===== config.mk =====
export PLATFORM = sky130hd
export DESIGN_NAME = colburst_engine
export DESIGN_NICKNAME = d
export VERILOG_FILES = /design/src/rtl/colburst_pkg.sv /design/src/rtl/colburst_seq.sv /design/src/rtl/colburst_ctrl.sv /design/src/rtl/colburst_array.sv /design/src/rtl/colburst_latency.sv /design/src/rtl/colburst_engine.sv
export SDC_FILE = /design/constraint.sdc
export NUM_CORES = 1
export LEC_CHECK = 0
export ABC_AREA = 1
export ABC_CLOCK_PERIOD_IN_PS = 5100
export CAP_MARGIN = 20
export CORE_MARGIN = 2
export CORE_UTILIZATION = 40
export DETAILED_ROUTE_END_ITERATION = 16
export DONT_BUFFER_PORTS = 1
export GPL_TIMING_DRIVEN = 0
export SLEW_MARGIN = 20
export SYNTH_ARGS = -nofsm -noshare
export SYNTH_HDL_FRONTEND = slang
export SYNTH_SLANG_ARGS = --single-unit

===== constraint.sdc =====
create_clock -name clk -period 5.1 [get_ports clk]
set_input_delay 1.02 -clock clk [delete_from_list [all_inputs] [get_ports clk]]
set_output_delay 1.02 -clock clk [all_outputs]
set_load 0.05 [all_outputs]

===== src/rtl/colburst_pkg.sv =====
package colburst_pkg;

  // Width of the in-burst beat index; longest burst is 2**BEAT_W beats.
  localparam int BEAT_W = 3;

  typedef enum logic [1:0] {
    CMD_NOP   = 2'b00,
    CMD_READ  = 2'b01,
    CMD_WRITE = 2'b10,
    CMD_SPARE = 2'b11
  } cmd_e;

  // Offset mask for a burst-length code: 1, 2, 4 or 8 beats.
  function automatic logic [BEAT_W-1:0] len_mask(input logic [1:0] code);
    case (code)
      2'd0:    return 3'b000;
      2'd1:    return 3'b001;
      2'd2:    return 3'b011;
      default: return 3'b111;
    endcase
  endfunction

endpackage


===== src/rtl/colburst_seq.sv =====
module colburst_seq
  import colburst_pkg::*;
#(
  parameter int COL_W = 4
) (
  input  logic [COL_W-1:0]  base,
  input  logic [BEAT_W-1:0] idx,
  input  logic [BEAT_W-1:0] mask,
  input  logic              ileave,
  output logic [COL_W-1:0]  col
);

  logic [BEAT_W-1:0] off;
  logic [COL_W-1:0]  m_ext;

  always_comb begin
    off   = ileave ? (base[BEAT_W-1:0] ^ idx) : (base[BEAT_W-1:0] + idx);
    m_ext = COL_W'(mask);
    col   = (base & ~m_ext) | (COL_W'(off) & m_ext);
  end

endmodule


===== src/rtl/colburst_ctrl.sv =====
module colburst_ctrl
  import colburst_pkg::*;
#(
  parameter int COL_W = 4
) (
  input  logic             clk,
  input  logic             rst,
  input  logic             en,
  input  logic [1:0]       cmd,
  input  logic [COL_W-1:0] col,
  input  logic [1:0]       blen_code,
  input  logic             ileave,
  input  logic             single_write,
  output logic             issue,
  output logic             issue_wr,
  output logic [COL_W-1:0] issue_col
);

  cmd_e              op;
  logic              busy, cur_wr, cur_il;
  logic [COL_W-1:0]  cur_base;
  logic [BEAT_W-1:0] cur_idx, cur_mask;

  logic              is_rd, is_wr, start, cont, seq_il;
  logic [BEAT_W-1:0] new_mask, seq_idx, seq_mask;
  logic [COL_W-1:0]  seq_base;

  assign op = cmd_e'(cmd);

  always_comb begin
    is_rd    = (op == CMD_READ);
    is_wr    = (op == CMD_WRITE);
    start    = en & (is_rd | is_wr);
    cont     = en & busy & (cur_idx != cur_mask);
    new_mask = (is_wr & single_write) ? '0 : len_mask(blen_code);
    if (start) begin
      seq_base = col;
      seq_idx  = '0;
      seq_mask = new_mask;
      seq_il   = ileave;
    end else begin
      seq_base = cur_base;
      seq_idx  = cur_idx + 1'b1;
      seq_mask = cur_mask;
      seq_il   = cur_il;
    end
    issue    = start | cont;
    issue_wr = start ? is_wr : cur_wr;
  end

  colburst_seq #(.COL_W(COL_W)) u_seq (
    .base   (seq_base),
    .idx    (seq_idx),
    .mask   (seq_mask),
    .ileave (seq_il),
    .col    (issue_col)
  );

  always_ff @(posedge clk) begin
    if (rst) begin
      busy     <= 1'b0;
      cur_wr   <= 1'b0;
      cur_il   <= 1'b0;
      cur_base <= '0;
      cur_idx  <= '0;
      cur_mask <= '0;
    end else if (en) begin
      if (start) begin
        busy     <= 1'b1;
        cur_wr   <= is_wr;
        cur_il   <= ileave;
        cur_base <= col;
        cur_idx  <= '0;
        cur_mask <= new_mask;
      end else if (cont) begin
        cur_idx <= cur_idx + 1'b1;
      end else begin
        busy <= 1'b0;
      end
    end
  end

endmodule


===== src/rtl/colburst_array.sv =====
module colburst_array #(
  parameter int COL_W = 4,
  parameter int DW    = 16
) (
  input  logic             clk,
  input  logic             we,
  input  logic             re,
  input  logic [COL_W-1:0] addr,
  input  logic [DW-1:0]    wdata,
  output logic [DW-1:0]    rdata
);

  localparam int DEPTH = 1 << COL_W;

  logic [DW-1:0] mem [DEPTH];

  // Single port with a registered read: maps onto a block RAM.
  always_ff @(posedge clk) begin
    if (we) mem[addr] <= wdata;
    if (re) rdata <= mem[addr];
  end

endmodule


===== src/rtl/colburst_latency.sv =====
module colburst_latency #(
  parameter int DW = 16
) (
  input  logic          clk,
  input  logic          rst,
  input  logic          en,
  input  logic          issue_rd,
  input  logic [DW-1:0] arr_q,
  input  logic          cas3,
  output logic [DW-1:0] dq_out,
  output logic          dq_oe
);

  // Stage 0 is the array's own read register; latency 3 needs two more.
  localparam int STAGES = 3;

  logic [STAGES-1:0] vld;
  logic [DW-1:0]     dat [1:STAGES-1];
  int unsigned       tap;

  assign tap = cas3 ? 2 : 1;

  always_ff @(posedge clk) begin
    if (rst) vld <= '0;
    else if (en) vld <= {vld[STAGES-2:0], issue_rd};
  end

  always_ff @(posedge clk) begin
    if (en) begin
      dat[1] <= arr_q;
      for (int i = 2; i < STAGES; i++) dat[i] <= dat[i-1];
    end
  end

  always_ff @(posedge clk) begin
    if (rst) begin
      dq_oe  <= 1'b0;
      dq_out <= '0;
    end else if (en) begin
      dq_oe  <= vld[tap];
      dq_out <= dat[tap];
    end
  end

endmodule


===== src/rtl/colburst_engine.sv =====
module colburst_engine #(
  parameter int COL_W = 4,
  parameter int DW    = 16
) (
  input  logic             clk,
  input  logic             rst,
  input  logic             cke,
  input  logic [1:0]       cmd,
  input  logic [COL_W-1:0] col,
  input  logic [1:0]       blen_code,
  input  logic             interleave,
  input  logic             cas3,
  input  logic             single_write,
  input  logic [DW-1:0]    wdata,
  output logic             acc_vld,
  output logic [COL_W-1:0] acc_col,
  output logic [DW-1:0]    dq_out,
  output logic             dq_oe
);

  logic             cke_q, en;
  logic             issue, issue_wr;
  logic [COL_W-1:0] issue_col;
  logic [DW-1:0]    arr_q;
  logic             arr_we, arr_re;

  // The enable register itself is never frozen.
  always_ff @(posedge clk) begin
    if (rst) cke_q <= 1'b1;
    else     cke_q <= cke;
  end

  assign en     = cke_q;
  assign arr_we = en & issue & issue_wr;
  assign arr_re = en & issue & ~issue_wr;

  colburst_ctrl #(.COL_W(COL_W)) u_ctrl (
    .clk          (clk),
    .rst          (rst),
    .en           (en),
    .cmd          (cmd),
    .col          (col),
    .blen_code    (blen_code),
    .ileave       (interleave),
    .single_write (single_write),
    .issue        (issue),
    .issue_wr     (issue_wr),
    .issue_col    (issue_col)
  );

  colburst_array #(.COL_W(COL_W), .DW(DW)) u_array (
    .clk   (clk),
    .we    (arr_we),
    .re    (arr_re),
    .addr  (issue_col),
    .wdata (wdata),
    .rdata (arr_q)
  );

  colburst_latency #(.DW(DW)) u_lat (
    .clk      (clk),
    .rst      (rst),
    .en       (en),
    .issue_rd (arr_re),
    .arr_q    (arr_q),
    .cas3     (cas3),
    .dq_out   (dq_out),
    .dq_oe    (dq_oe)
  );

  always_ff @(posedge clk) begin
    if (rst) begin
      acc_vld <= 1'b0;
      acc_col <= '0;
    end else begin
      acc_vld <= en & issue;
      if (en & issue) acc_col <= issue_col;
    end
  end

endmodule


==> results.rst, run 1 <==
.. list-table::
   :header-rows: 1

   * - Metric
     - Value
   * - Number of violations reported at the end of detailed-routing iteration 0
     - 657
   * - Final Setup Violations
     - 0
   * - Leading area contributor after synthesis
     - sky130_fd_sc_hd__edfxtp_1
   * - CTS Root Buffer Type
     - sky130_fd_sc_hd__clkbuf_16
   * - Clock latency on the worst-skew pair
     - 530 ps
   * - Mux contribution to synthesized area
     - 0%
   * - Average instance area after synthesis
     - 10.3 µm²
   * - Worst EP arrival
     - 4360 ps
   * - Compound-cell area share of the yosys netlist
     - 1.89%
   * - Final setup skew
     - 14.5 ps
   * - RSZ-0062 raised after global routing
     - no
   * - Number of buffers between clock root and the deepest sink
     - 3
   * - Number of buffers inserted by hold repair at cts
     - 0
   * - Total routing resource utilization after global routing
     - 19.4%
   * - Final standard cell area without fillers
     - 16200 µm²
   * - P&R area growth vs syn
     - 14.1%
   * - PostCTS Resize Cnt
     - 0
   * - Floorplan die height
     - 192 µm
   * - Final max-slew violation count
     - 0
   * - ANT nets after route
     - 0
   * - Number of instances in the synthesized netlist
     - 1374
   * - Avg WL per Cell
     - 18.2 µm
   * - Number of max-cap violations
     - 0
   * - Quantity of I/O buffers inserted on ports
     - 0
   * - Number of CTS-inserted buffers
     - 37
   * - Hold_ws
     - 414 ps
   * - Most common library cell in the layout ignoring fill and taps
     - sky130_fd_sc_hd__nand2_1
   * - Tcrit/Tclk final
     - 82.5%
   * - Total standard cell area after synthesis
     - 14200 µm²
   * - I/O pins
     - 52
   * - Routed vias/inst
     - 4.88
   * - Top cell type's share of synthesized area
     - 64.4%
   * - Clock slew at the register clock pins of the worst setup and hold paths
     - 50 ps
   * - Required time worst endpoint
     - 5250 ps
   * - CP max FO
     - 16
   * - Drt first pass iters
     - 5
   * - Post-synthesis share of cell area spent on full adders, half adders and majority gates
     - 0.353%
   * - Number of antenna violations at the first check in global routing
     - 1
   * - Remaining routing DRC violations
     - 0
   * - Commonest non-fill, non-tap cells in the layout
     - 761 x sky130_fd_sc_hd__nand2_1, 304 x sky130_fd_sc_hd__edfxtp_1, 63 x sky130_fd_sc_hd__nand3_1, 39 x sky130_fd_sc_hd__inv_1, 39 x sky130_fd_sc_hd__clkbuf_16
   * - Final number of hold-violating endpoints
     - 0
   * - Cell Area, Placed
     - 15000 µm²
   * - Worst-Margin Slew
     - 909 ps
   * - Number of global-route vias before repair
     - 9048
   * - Register area share after synthesis
     - 69.9%
   * - Post-synth net total
     - 1408
   * - Die outline area
     - 37000 µm²
   * - R2r endpoint
     - u_array.mem[14][1]$_DFFE_PP_
   * - Ranking of synthesized cells by area
     - sky130_fd_sc_hd__edfxtp_1 64%, sky130_fd_sc_hd__nand2_1 20%, sky130_fd_sc_hd__dfxtp_1 5.5%
   * - Worst setup SP type
     - input port
   * - Type of the worst min-delay path
     - reg -> reg
   * - Final RePlAce weighted congestion
     - 0.865
   * - Post-layout utilization of the core
     - 46.6%
   * - H-tree level count
     - 2
   * - Worst IR Drop VDD
     - 299 µV
   * - Start-to-end type of the worst setup path
     - in -> reg
   * - Standard cell core area
     - 34700 µm²
   * - Post-synthesis register bit count
     - 343
   * - Result of the run
     - finished clean
   * - Cell Pwr Density
     - 456 nW/µm²
   * - Ratio of cells with drive above 1 in the final layout
     - 9.64%
   * - First-pass GRT wire length
     - 53.0 mm
   * - Yosys cell types
     - 27
   * - Fin nets
     - 1460
   * - Initial core utilization
     - 40.8%
   * - Final antenna diode count
     - 0
   * - Type of element capturing the critical path
     - flip-flop
   * - Normalized max-slew margin
     - 39.3%
   * - Count of warnings emitted by yosys
     - 0
   * - Die extent in x
     - 192 µm
   * - Worst reg2reg path startpoint
     - cke_q$_SDFF_PP1_
   * - Area share of and/or/nand/nor cells after synthesis
     - 23.9%
   * - Maximum operating frequency
     - 238 MHz
   * - Launch point of the critical path
     - cmd[0]
   * - Combinational family with the most area after synthesis
     - simple AND/OR/NAND/NOR gates
   * - Standard-cell row count
     - 68
   * - Clock period minus final worst setup slack
     - 4210 ps
   * - Last element of the critical path
     - u_array.mem[14][1]$_DFFE_PP_
   * - Final routed wirelength across all metal layers
     - 34.7 mm
   * - Largest net degree at the start of global routing
     - 35
   * - Number of post-CTS setup repair buffers
     - 0
   * - Static Leak
     - 6.75 nW
   * - Setup slack of the most critical reg-to-reg path
     - 1150 ps
   * - Clock tree from TritonCTS
     - built
   * - Post-synthesis xor/xnor area fraction
     - 0.185%
   * - Congestion Overflow GR
     - 0
   * - Post-detailed-placement half-perimeter wirelength
     - 23.4 mm
   * - Clock net sink count
     - 343
   * - Via Count
     - 9302
   * - Cell count of the worst reg-to-reg path
     - 12
[synthesized netlist by cell type (all sizes together)]
master    n
xnor2     3
a21oi     9
o21ai    13
or2       3
a211oi    1
o211ai   18
nand3    63
buf      49
nor2     37
o21bai    1
nor3      1
clkbuf   17
nand2   767
ha        4
inv      41
dfxtp    39
clkinv    2
nand4     2
edfxtp  304
[worst min path at each step]
stage,from,to,slack (ps),cells past startpoint
after global placement,u_array.rdata[15]$_DFFE_PP_,u_lat.dat[1][15]$_DFFE_PP_,400,0
after detailed placement,u_array.rdata[14]$_DFFE_PP_,u_lat.dat[1][14]$_DFFE_PP_,400,0
after floorplan,u_array.rdata[0]$_DFFE_PP_,u_lat.dat[1][0]$_DFFE_PP_,400,0
final,u_array.rdata[6]$_DFFE_PP_,u_lat.dat[1][6]$_DFFE_PP_,410,0
after CTS,u_array.rdata[14]$_DFFE_PP_,u_lat.dat[1][14]$_DFFE_PP_,420,0
after global routing,u_array.rdata[1]$_DFFE_PP_,u_lat.dat[1][1]$_DFFE_PP_,420,0
[per-stage QoR]
stage | total power [mW] | setup slack, ps | instances | TNS, ps
2_1_floorplan | 4.29 | 964 | 1374 | 0
3_3_place_gp | 4.71 | -323 | 1829 | -46450
3_5_place_dp | 4.73 | 372 | 1842 | 0
4_1_cts | 7.44 | 921 | 1908 | 0
5_1_grt | 7.74 | 726 | 1908 | 0
6_report | 7.38 | 891 | 1908 | 0
[where the power goes]
group	internal (mW)	leakage [nW]	switching, mW	total (mW)
registers	3.23	3.11	0.124	3.35
logic	0.386	3.04	0.941	1.33
clock network	1.65	0.593	1.06	2.70
total	5.26	6.75	2.12	7.38
[worst max-delay path, cell delays in order]
cell and delay (ps):
sky130_fd_sc_hd__inv_1 20, sky130_fd_sc_hd__ha_1 340, sky130_fd_sc_hd__inv_2 100, sky130_fd_sc_hd__nand2_2 90
sky130_fd_sc_hd__buf_4 190, sky130_fd_sc_hd__nand2_1 80, sky130_fd_sc_hd__nand3_1 100, sky130_fd_sc_hd__nand2_1 70
sky130_fd_sc_hd__inv_1 40, sky130_fd_sc_hd__ha_1 280, sky130_fd_sc_hd__a21oi_2 70, sky130_fd_sc_hd__a21oi_2 280
sky130_fd_sc_hd__buf_4 270, sky130_fd_sc_hd__buf_4 220, sky130_fd_sc_hd__nand3_1 330, sky130_fd_sc_hd__nor2_2 830
[registers in the layout, summed over array words and instances (netlist names), 3 cells and up]
signal           count
acc_col              4
u_array.mem        256
u_array.rdata       16
u_ctrl.cur_base      4
u_ctrl.cur_idx       3
u_ctrl.cur_mask      3
u_lat.dat           32
u_lat.dq_out        16
u_lat.vld            3
[metal layers]
metal | GRT usage (%) | up-vias | part of all wire, %
li1 | - | 4613 | -
met1 | 26.8 | 4371 | 45
met2 | 31.3 | 260 | 46
met3 | 3.62 | 58 | 6.5
met4 | 6.08 | 0 | 2.6
met5 | 0 | - | 0
[logic make-up after synthesis]
group                    count (synthesis)
buffers and inverters                  109
adder cells (fa/ha/maj)                  4
AO/OA/AOI/OAI                           42
flip-flops                             343
XOR/XNOR                                 3
AND/OR/NAND/NOR                        873
[area by class of cell]
type,instances,area [µm²]
buffer,66,370
multi-input combinational,922,3780
fill,3232,18500
clock buffer,46,1000
timing repair buffer,13,166
clock inverter,20,224
sequential,343,9910
inverter,43,161
tap,455,569
No activity file was read; power rests on OpenSTA's default activity.
==> run 2: changes to the inputs <==
--- a/config.mk
+++ b/config.mk
@@ -5,8 +5,8 @@
 export SDC_FILE = /design/constraint.sdc
 export NUM_CORES = 1
 export LEC_CHECK = 0
-export ABC_AREA = 1
-export ABC_CLOCK_PERIOD_IN_PS = 5100
+export ABC_AREA = 0
+export ABC_CLOCK_PERIOD_IN_PS = 4100
 export CAP_MARGIN = 20
 export CORE_MARGIN = 2
 export CORE_UTILIZATION = 40
==> constraint.sdc (replaced) <==
create_clock -name clk -period 4.1 [get_ports clk]
set_input_delay 0.82 -clock clk [delete_from_list [all_inputs] [get_ports clk]]
set_output_delay 0.82 -clock clk [all_outputs]
set_load 0.05 [all_outputs]
==> run 2 against run 1 <==
Compared with the run above: core utilization rose by 1.5 points; final cell count fell by 34%; cell area fell by 3.3%; combinational power decreased by 32%; clock-buffer cell count is the same; setup slack worse by 720 ps; die area down 6.6%; clock skew rose by 11 ps; global-route usage shrank 2.6 points; largest cell class unchanged.
==> results.rst, run 2 <==
.. list-table::
   :header-rows: 1

   * - Metric
     - Value
   * - Result of the run
     - finished clean
   * - Fin nets
     - 826 (-43%)
   * - Routed vias/inst
     - 5.42 (+11%)
   * - Post-synthesis register bit count
     - 343 (unchanged)
   * - Clock net sink count
     - 343 (unchanged)
   * - Die outline area
     - 34500 µm² (-6.6%)
   * - Final RePlAce weighted congestion
     - 0.843 (-2.6%)
   * - Maximum operating frequency
     - 254 MHz
   * - Tcrit/Tclk final
     - 95.8%
   * - Number of enable-type register cells in the synthesized netlist
     - 304 (unchanged)
   * - Floorplan die height
     - 186 µm (-3.3%)
   * - Ranking of synthesized cells by area
     - sky130_fd_sc_hd__edfxtp_1 69%, sky130_fd_sc_hd__mux4_2 11%, sky130_fd_sc_hd__dfxtp_1 5.9%
   * - Initial core utilization
     - 40.7% (-0.19 points)
   * - CTS Root Buffer Type
     - sky130_fd_sc_hd__clkbuf_16
   * - Post-detailed-placement half-perimeter wirelength
     - 18.6 mm (-20%)
   * - Ratio of cells with drive above 1 in the final layout
     - 23.7% (+14 points)
   * - Required time worst endpoint
     - 4320 ps (-930 ps)
   * - Clock slew at the register clock pins of the worst setup and hold paths
     - 70 ps (+20 ps)
   * - Total Neg Setup Slack
     - 0 ps (unchanged)
   * - Most common flop cell mapped by yosys
     - sky130_fd_sc_hd__edfxtp_1
   * - Top cell type's share of synthesized area
     - 69.0% (+4.6 points)
   * - Registers with the most flip-flops
     - u_array.mem x256, u_lat.dat x32
   * - Placed instance count
     - 1166 (-37%)
   * - Number of CTS-inserted buffers
     - 37 (unchanged)
   * - Share of flip-flops with an asynchronous set or reset after synthesis
     - 0% (unchanged)
   * - CP max stage cell
     - sky130_fd_sc_hd__mux4_2
   * - Final routed wirelength across all metal layers
     - 28.5 mm (-18%)
   * - First-pass GRT wire length
     - 42.2 mm (-20%)
   * - Normalized max-slew margin
     - 39.1% (-0.23 points)
   * - Multi-input combinational cell area
     - 3260 µm² (-14%)
   * - Clock latency on the worst-skew pair
     - 530 ps (about the same)
   * - Congestion Overflow GR
     - 0 (unchanged)
   * - Number of instances in the synthesized netlist
     - 723 (-47%)
   * - Post-synth net total
     - 757 (-46%)
   * - Final antenna diode count
     - 0 (unchanged)
   * - Power spent charging and discharging nets
     - 1.95 mW (-8.3%)
   * - Post-synthesis share of cell area spent on full adders, half adders and majority gates
     - 0.378% (+0.025 points)
   * - Final setup skew
     - 25.2 ps (+10.7 ps)
   * - Standard-cell row count
     - 66 (-2.9%)
   * - P&R area growth vs syn
     - 18.4%
   * - Cell internal pwr
     - 6.27 mW (+19%)
   * - Total routing resource utilization after global routing
     - 16.8% (-2.6 points)
   * - Static Leak
     - 4.99 nW (-26%)
   * - Worst-path cell chain
     - inv_1 > ha_4 > nand2b_1 > buf_4 > clkbuf_4 > nand2_1 > nand2_1 > ha_1 > ha_1 > nor2_1 > a2111oi_2 > a311o_1 > buf_6 > buf_12 > buf_12 > mux4_2 > o211ai_1 > nand4_1
   * - Number of violations reported at the end of detailed-routing iteration 0
     - 583 (-11%)
   * - Cell with the most instances after synthesis
     - sky130_fd_sc_hd__edfxtp_1
   * - I/O pins
     - 52 (unchanged)
   * - Number of global-route vias before repair
     - 6845 (-24%)
   * - Power share of the combinational group
     - 11.0% (-7.0 points)
   * - Post-synthesis xor/xnor area fraction
     - 0.530% (+0.34 points)
   * - Type of the worst min-delay path
     - in -> reg
   * - Mux contribution to synthesized area
     - 12.7% (+13 points)
   * - Via Count
     - 6826 (-27%)
   * - Sequential cell area
     - 9910 µm² (about the same)
   * - Count of warnings emitted by yosys
     - 0 (unchanged)
   * - Sequential cell fraction of total power
     - 49.7% (+4.3 points)
   * - Yosys cell types
     - 40 (+48%)
   * - RSZ-0062 raised after global routing
     - yes
   * - Worst EP arrival
     - 4150 ps (-210 ps)
   * - Register area share after synthesis
     - 74.9% (+5.0 points)
   * - Number of buffers between clock root and the deepest sink
     - 3 (unchanged)
   * - Relative contribution of the clock network to total power
     - 39.4% (+2.8 points)
   * - Filler cell count
     - 2787 (-14%)
   * - Clock period minus final worst setup slack
     - 3930 ps
   * - Cell Pwr Density
     - 525 nW/µm² (+15%)
   * - Hold_ws
     - 378 ps (-35.9 ps)
   * - Final Setup Violations
     - 0 (unchanged)
   * - Worst setup SP type
     - input port
   * - Commonest non-fill, non-tap cells in the layout
     - 304 x sky130_fd_sc_hd__edfxtp_1, 64 x sky130_fd_sc_hd__mux4_2, 49 x sky130_fd_sc_hd__nand4_1, 38 x sky130_fd_sc_hd__dfxtp_1, 38 x sky130_fd_sc_hd__clkbuf_16
   * - Largest net degree at the start of global routing
     - 19 (-46%)
   * - Combinational family with the most area after synthesis
     - multiplexers
   * - CP max FO
     - 10 (-6)
   * - Final max-slew violation count
     - 0 (unchanged)
   * - H-tree level count
     - 2 (unchanged)
   * - Avg WL per Cell
     - 22.6 µm (+25%)
   * - Worst-Margin Slew
     - 888 ps (-20.9 ps)
   * - Standard cell core area
     - 32500 µm² (-6.3%)
   * - Quantity of I/O buffers inserted on ports
     - 0 (unchanged)
   * - Top register by number of flip-flops
     - u_array.mem
   * - Average instance area after synthesis
     - 18.3 µm² (+77%)
   * - Fraction of power spent switching nets
     - 23.7% (-5.1 points)
   * - Largest stage delay on the critical path
     - 540 ps (-290 ps)
   * - Final standard cell area without fillers
     - 15700 µm² (-3.3%)
   * - Cell Area, Placed
     - 13900 µm² (-6.9%)
   * - Clock tree from TritonCTS
     - built
   * - Number of flip-flops in the largest register
     - 256 (unchanged)
   * - Most common library cell in the layout ignoring fill and taps
     - sky130_fd_sc_hd__edfxtp_1
   * - Most common library cells after synthesis
     - 304 x sky130_fd_sc_hd__edfxtp_1, 64 x sky130_fd_sc_hd__mux4_2, 51 x sky130_fd_sc_hd__nor2_1
   * - Number of max-cap violations
     - 0 (unchanged)
   * - ANT nets after route
     - 0 (unchanged)
   * - Area share of and/or/nand/nor cells after synthesis
     - 5.55% (-18 points)
   * - Die extent in x
     - 186 µm (-3.3%)
   * - Number of antenna violations at the first check in global routing
     - 0 (-1)
   * - Worst IR Drop VDD
     - 381 µV (+27%)
   * - Type of element capturing the critical path
     - flip-flop
   * - Post-layout utilization of the core
     - 48.1% (+1.5 points)
   * - Non-Filler Instances
     - 1260 (-34%)
   * - Compound-cell area share of the yosys netlist
     - 4.23% (+2.3 points)
   * - Leading area contributor after synthesis
     - sky130_fd_sc_hd__edfxtp_1
   * - Drt first pass iters
     - 5 (unchanged)
   * - Remaining routing DRC violations
     - 0 (unchanged)
   * - Final number of hold-violating endpoints
     - 0 (unchanged)
   * - Total standard cell area after synthesis
     - 13200 µm² (-6.7%)
   * - Start-to-end type of the worst setup path
     - in -> reg
-- run 2: metrics by stage --
| stage | total power [mW] | setup slack [ps] |
|---|---|---|
| floorplan | 4.73 | -45.5 |
| CTS | 8.25 | 4.23 |
| detailed placement | 5.00 | -1080 |
| global placement | 4.98 | -1440 |
| finish | 8.22 | 170 |
| global route | 8.51 | -17.5 |
-- run 2: routing by layer --
layer	share of wire [%]	GRT usage [%]	routed length (µm)
met3	7.3	4.17	2090
met1	44	23.6	12600
met2	46	25.9	13100
met4	2.5	5.32	703
met5	0	0	0
-- run 2: final cells by class --
type	count	share of cell area, %
Timing Repair Buffer	32	3.00
Multi-Input combinational cell	327	20.9
Buffer	47	1.68
Clock buffer	46	6.39
Tap cell	442	3.53
Sequential cell	343	63.3
Clock inverter	19	1.13
Inverter	4	0.0959
-- run 2: worst paths after layout --
path,from,to,slack (ps),cells past startpoint
worst min register to register,u_array.rdata[11]$_DFFE_PP_,u_lat.dat[1][11]$_DFFE_PP_,420,0
worst min-delay path,wdata[15],u_array.mem[11][15]$_DFFE_PP_,380,0
worst max register to register,cke_q$_SDFF_PP1_,u_array.rdata[2]$_DFFE_PP_,270,15
worst max-delay path,cmd[0],u_array.rdata[2]$_DFFE_PP_,170,18
-- run 2: worst max-delay path: cells and delay by family --
family	cells	cell delay, ps
AO/OA/AOI/OAI	3	640
adder cells (fa/ha/maj)	3	710
buffers and inverters	6	860
multiplexers	1	540
AND/OR/NAND/NOR	5	560
-- run 2: logic make-up (layout without fill, tap and decap cells) --
kind of cell	count (synthesis)	count (layout)
compound gates	80	80
xor+xnor	8	8
fa+ha+maj	4	4
buf+inv	53	148
flops	343	343
mux	87	87
simple gates	148	148
-- run 2: power by group through the flow --
stage               combinational, mW  sequential [mW]  clock [mW]
floorplan                       0.589             4.15           0
global placement                0.823             4.16           0
detailed placement              0.835             4.16           0
CTS                             0.867             4.09        3.30
global route                    0.970             4.10        3.44
finish                          0.900             4.08        3.24
-- run 2: what timing repair did --
action / CTS / global route
hold buffers: 0 / 0
setup endpoints to repair: 274 / 208
setup buffers: 23 / 7
gates cloned: 0 / 1
gates resized for setup: 14 / 14
pin swaps: 16 / 3
==> run 3: changes to the inputs <==
--- a/config.mk
+++ b/config.mk
@@ -8,11 +8,14 @@
 export ABC_AREA = 0
 export ABC_CLOCK_PERIOD_IN_PS = 4100
 export CAP_MARGIN = 20
+export CELL_PAD_IN_SITES_DETAIL_PLACEMENT = 1
+export CELL_PAD_IN_SITES_GLOBAL_PLACEMENT = 2
 export CORE_MARGIN = 2
 export CORE_UTILIZATION = 40
 export DETAILED_ROUTE_END_ITERATION = 16
 export DONT_BUFFER_PORTS = 1
 export GPL_TIMING_DRIVEN = 0
+export PLACE_DENSITY_LB_ADDON = 0.1
 export SLEW_MARGIN = 20
 export SYNTH_ARGS = -nofsm -noshare
 export SYNTH_HDL_FRONTEND = slang
==> run 3 against run 2 <==
Compared with the run above: clock-buffer cell count shrank 1; setup slack lost 42 ps; cell area is essentially flat; clock skew shrank 12 ps; power shrank 0.23%; non-clock buffer count shrank 1; maximum frequency shrank 1.1%; core utilization is essentially flat; final cell count shrank 0.16%; hold slack gained 19 ps; die area is the same; register-to-register slack is essentially flat; largest power group unchanged; highest routed layer unchanged.
==> results.rst, run 3 (same netlist as run 2, synthesis figures left out) <==
.. list-table::
   :header-rows: 1

   * - Metric
     - Value
   * - Worst-Margin Slew
     - 955 ps (+67.3 ps)
   * - P&R area growth vs syn
     - 18.3% (about the same)
   * - Worst-path cell chain
     - inv_1 > ha_4 > nand2b_1 > buf_4 > clkbuf_4 > nand2_1 > nand2_1 > ha_1 > ha_1 > nor2_1 > a2111oi_0 > a311o_1 > buf_6 > buf_12 > mux4_2 > nand4_1 > nand4_1
   * - Clock period minus final worst setup slack
     - 3970 ps (+42.2 ps)
   * - Standard cell core area
     - 32500 µm² (unchanged)
   * - Number of max-cap violations
     - 0 (unchanged)
   * - Type of the worst min-delay path
     - in -> reg
   * - Number of flip-flops in the largest register
     - 256 (unchanged)
   * - Cell internal pwr
     - 6.22 mW (-0.89%)
   * - Final routed wirelength across all metal layers
     - 33.1 mm (+16%)
   * - H-tree level count
     - 2 (unchanged)
   * - Fraction of power spent switching nets
     - 24.2% (+0.50 points)
   * - Relative contribution of the clock network to total power
     - 39.0% (-0.4 points)
   * - Post-detailed-placement half-perimeter wirelength
     - 21.5 mm (+16%)
   * - Start-to-end type of the worst setup path
     - in -> reg
   * - Routed vias/inst
     - 5.54 (+2.3%)
   * - CP max stage cell
     - sky130_fd_sc_hd__mux4_2
   * - Fin nets
     - 826 (unchanged)
   * - Top register by number of flip-flops
     - u_array.mem
   * - Type of element capturing the critical path
     - flip-flop
   * - First-pass GRT wire length
     - 49.1 mm (+16%)
   * - Final RePlAce weighted congestion
     - 0.783 (-7.1%)
   * - Power consumption
     - 8.20 mW (-0.23%)
   * - Total routing resource utilization after global routing
     - 19.9% (+3.1 points)
   * - Largest stage delay on the critical path
     - 560 ps (+20 ps)
   * - Maximum operating frequency
     - 252 MHz (-1.1%)
   * - Filler cell count
     - 3048 (+9.4%)
   * - Final antenna diode count
     - 0 (unchanged)
   * - Number of buffers between clock root and the deepest sink
     - 3 (unchanged)
   * - Total Neg Setup Slack
     - 0 ps (unchanged)
   * - Final setup skew
     - 13.2 ps (-11.9 ps)
   * - Number of antenna violations at the first check in global routing
     - 0 (unchanged)
   * - Die outline area
     - 34500 µm² (unchanged)
   * - Number of global-route vias before repair
     - 7541 (+10%)
   * - Most common library cell in the layout ignoring fill and taps
     - sky130_fd_sc_hd__edfxtp_1
   * - Largest net degree at the start of global routing
     - 20 (+1)
   * - Normalized max-slew margin
     - 36.0% (-3.1 points)
   * - Clock latency on the worst-skew pair
     - 520 ps (about the same)
   * - Floorplan die height
     - 186 µm (unchanged)
   * - Quantity of I/O buffers inserted on ports
     - 0 (unchanged)
   * - Worst setup SP type
     - input port
   * - Final Setup Violations
     - 0 (unchanged)
   * - Ratio of cells with drive above 1 in the final layout
     - 23.5% (-0.19 points)
   * - Commonest non-fill, non-tap cells in the layout
     - 304 x sky130_fd_sc_hd__edfxtp_1, 64 x sky130_fd_sc_hd__mux4_2, 49 x sky130_fd_sc_hd__nand4_1, 40 x sky130_fd_sc_hd__clkbuf_16, 38 x sky130_fd_sc_hd__dfxtp_1
   * - Sequential cell fraction of total power
     - 49.9% (+0.2 points)
   * - Final max-slew violation count
     - 0 (unchanged)
   * - Avg WL per Cell
     - 26.3 µm (+16%)
   * - Cell Pwr Density
     - 524 nW/µm² (-0.21%)
   * - Final number of hold-violating endpoints
     - 0 (unchanged)
   * - Power share of the combinational group
     - 11.1% (about the same)
   * - Remaining routing DRC violations
     - 0 (unchanged)
   * - Cell Area, Placed
     - 13900 µm² (unchanged)
   * - Drt first pass iters
     - 5 (unchanged)
   * - Result of the run
     - finished clean
   * - Number of CTS-inserted buffers
     - 38 (+2.7%)
   * - Worst path bufs/invs
     - 5 (-1)
   * - I/O pins
     - 52 (unchanged)
   * - Number of violations reported at the end of detailed-routing iteration 0
     - 545 (-6.5%)
   * - Standard-cell row count
     - 66 (unchanged)
   * - Family with the most delay on the worst path
     - buffers and inverters
   * - Power spent charging and discharging nets
     - 1.98 mW (+1.9%)
   * - CP max FO
     - 10 (unchanged)
   * - Worst EP arrival
     - 4190 ps (+40 ps)
   * - Initial core utilization
     - 40.7% (unchanged)
   * - Congestion Overflow GR
     - 0 (unchanged)
   * - CTS Root Buffer Type
     - sky130_fd_sc_hd__clkbuf_16
   * - Required time worst endpoint
     - 4320 ps (about the same)
   * - Clock net sink count
     - 343 (unchanged)
   * - Tcrit/Tclk final
     - 96.9% (+1.0 points)
   * - Clock tree from TritonCTS
     - built
   * - Final standard cell area without fillers
     - 15700 µm² (about the same)
   * - Registers with the most flip-flops
     - u_array.mem x256, u_lat.dat x32
   * - Hold_ws
     - 397 ps (+18.7 ps)
   * - ANT nets after route
     - 0 (unchanged)
   * - Clock slew at the register clock pins of the worst setup and hold paths
     - 60 ps (about the same)
   * - Die extent in x
     - 186 µm (unchanged)
   * - Static Leak
     - 4.99 nW (about the same)
   * - Worst IR Drop VDD
     - 296 µV (-22%)
   * - Via Count
     - 6969 (+2.1%)
-- run 3: power groups by stage --
stage | registers (mW) | logic [mW] | clock network, mW
2_1_floorplan | 4.15 | 0.589 | 0
3_3_place_gp | 4.16 | 0.845 | 0
3_5_place_dp | 4.17 | 0.862 | 0
4_1_cts | 4.09 | 0.894 | 3.27
5_1_grt | 4.11 | 0.979 | 3.40
6_report | 4.09 | 0.914 | 3.20
-- run 3: what timing repair did --
action                     CTS  global route
gates cloned                 0             1
pin swaps                   17             0
gates resized for setup     16            16
buffers inserted            29             0
hold buffers                 0             0
setup endpoints to repair  274           271
-- run 3: path summary, 6_finish.rpt --
path,start,endpoint,slack (ps),depth (start not counted)
worst max-delay path,cmd[0],u_array.rdata[6]$_DFFE_PP_,130,17
worst min-delay path,wdata[0],u_array.mem[11][0]$_DFFE_PP_,400,0
worst max register to register,cke_q$_SDFF_PP1_,u_array.rdata[2]$_DFFE_PP_,270,14
worst min register to register,u_array.rdata[3]$_DFFE_PP_,u_lat.dat[1][3]$_DFFE_PP_,420,0
-- run 3: area by class of cell --
class                   count  area (µm²)  share of cell area [%]
clock buffers              45        1010                    6.44
well taps                 442         553                    3.53
inverters                   4        15.0                  0.0959
repair buffers             31         490                    3.13
multi-input cells         327        3260                    20.8
plain buffers              47         268                    1.71
flip-flops and latches    343        9910                    63.3
clock inverters            19         146                   0.935
-- run 3: per-layer routing --
layer | global-route usage, % | share of wire [%]
met1 | 26.4 | 43
met2 | 34.2 | 50
met3 | 3.29 | 4.4
met4 | 5.10 | 2.3
met5 | 0 | 0
-- run 3: stage by stage --
stage | util (%) | std cells | setup WS [ps]
after global placement | 42.7 | 1165 | -1530
after CTS | 47.9 | 1258 | 15.7
final | 48.1 | 1258 | 128
after detailed placement | 42.8 | 1166 | -1270
after floorplan | - | 723 | -45.5
after global routing | 48.1 | 1258 | -2.08
-- run 3: worst register-to-register path: stages (launching register included) --
cell                       delay, ps
sky130_fd_sc_hd__dfxtp_4         470
sky130_fd_sc_hd__nor2b_4         190
sky130_fd_sc_hd__buf_4           170
sky130_fd_sc_hd__clkbuf_4        230
sky130_fd_sc_hd__nand2_1         100
sky130_fd_sc_hd__nand2_1          80
sky130_fd_sc_hd__ha_1            240
sky130_fd_sc_hd__nand2_1          80
sky130_fd_sc_hd__a21oi_1          90
sky130_fd_sc_hd__a311oi_4        510
sky130_fd_sc_hd__buf_2           380
sky130_fd_sc_hd__clkbuf_4        340
sky130_fd_sc_hd__mux4_2          390
sky130_fd_sc_hd__o211ai_1        120
sky130_fd_sc_hd__nand4_1         150
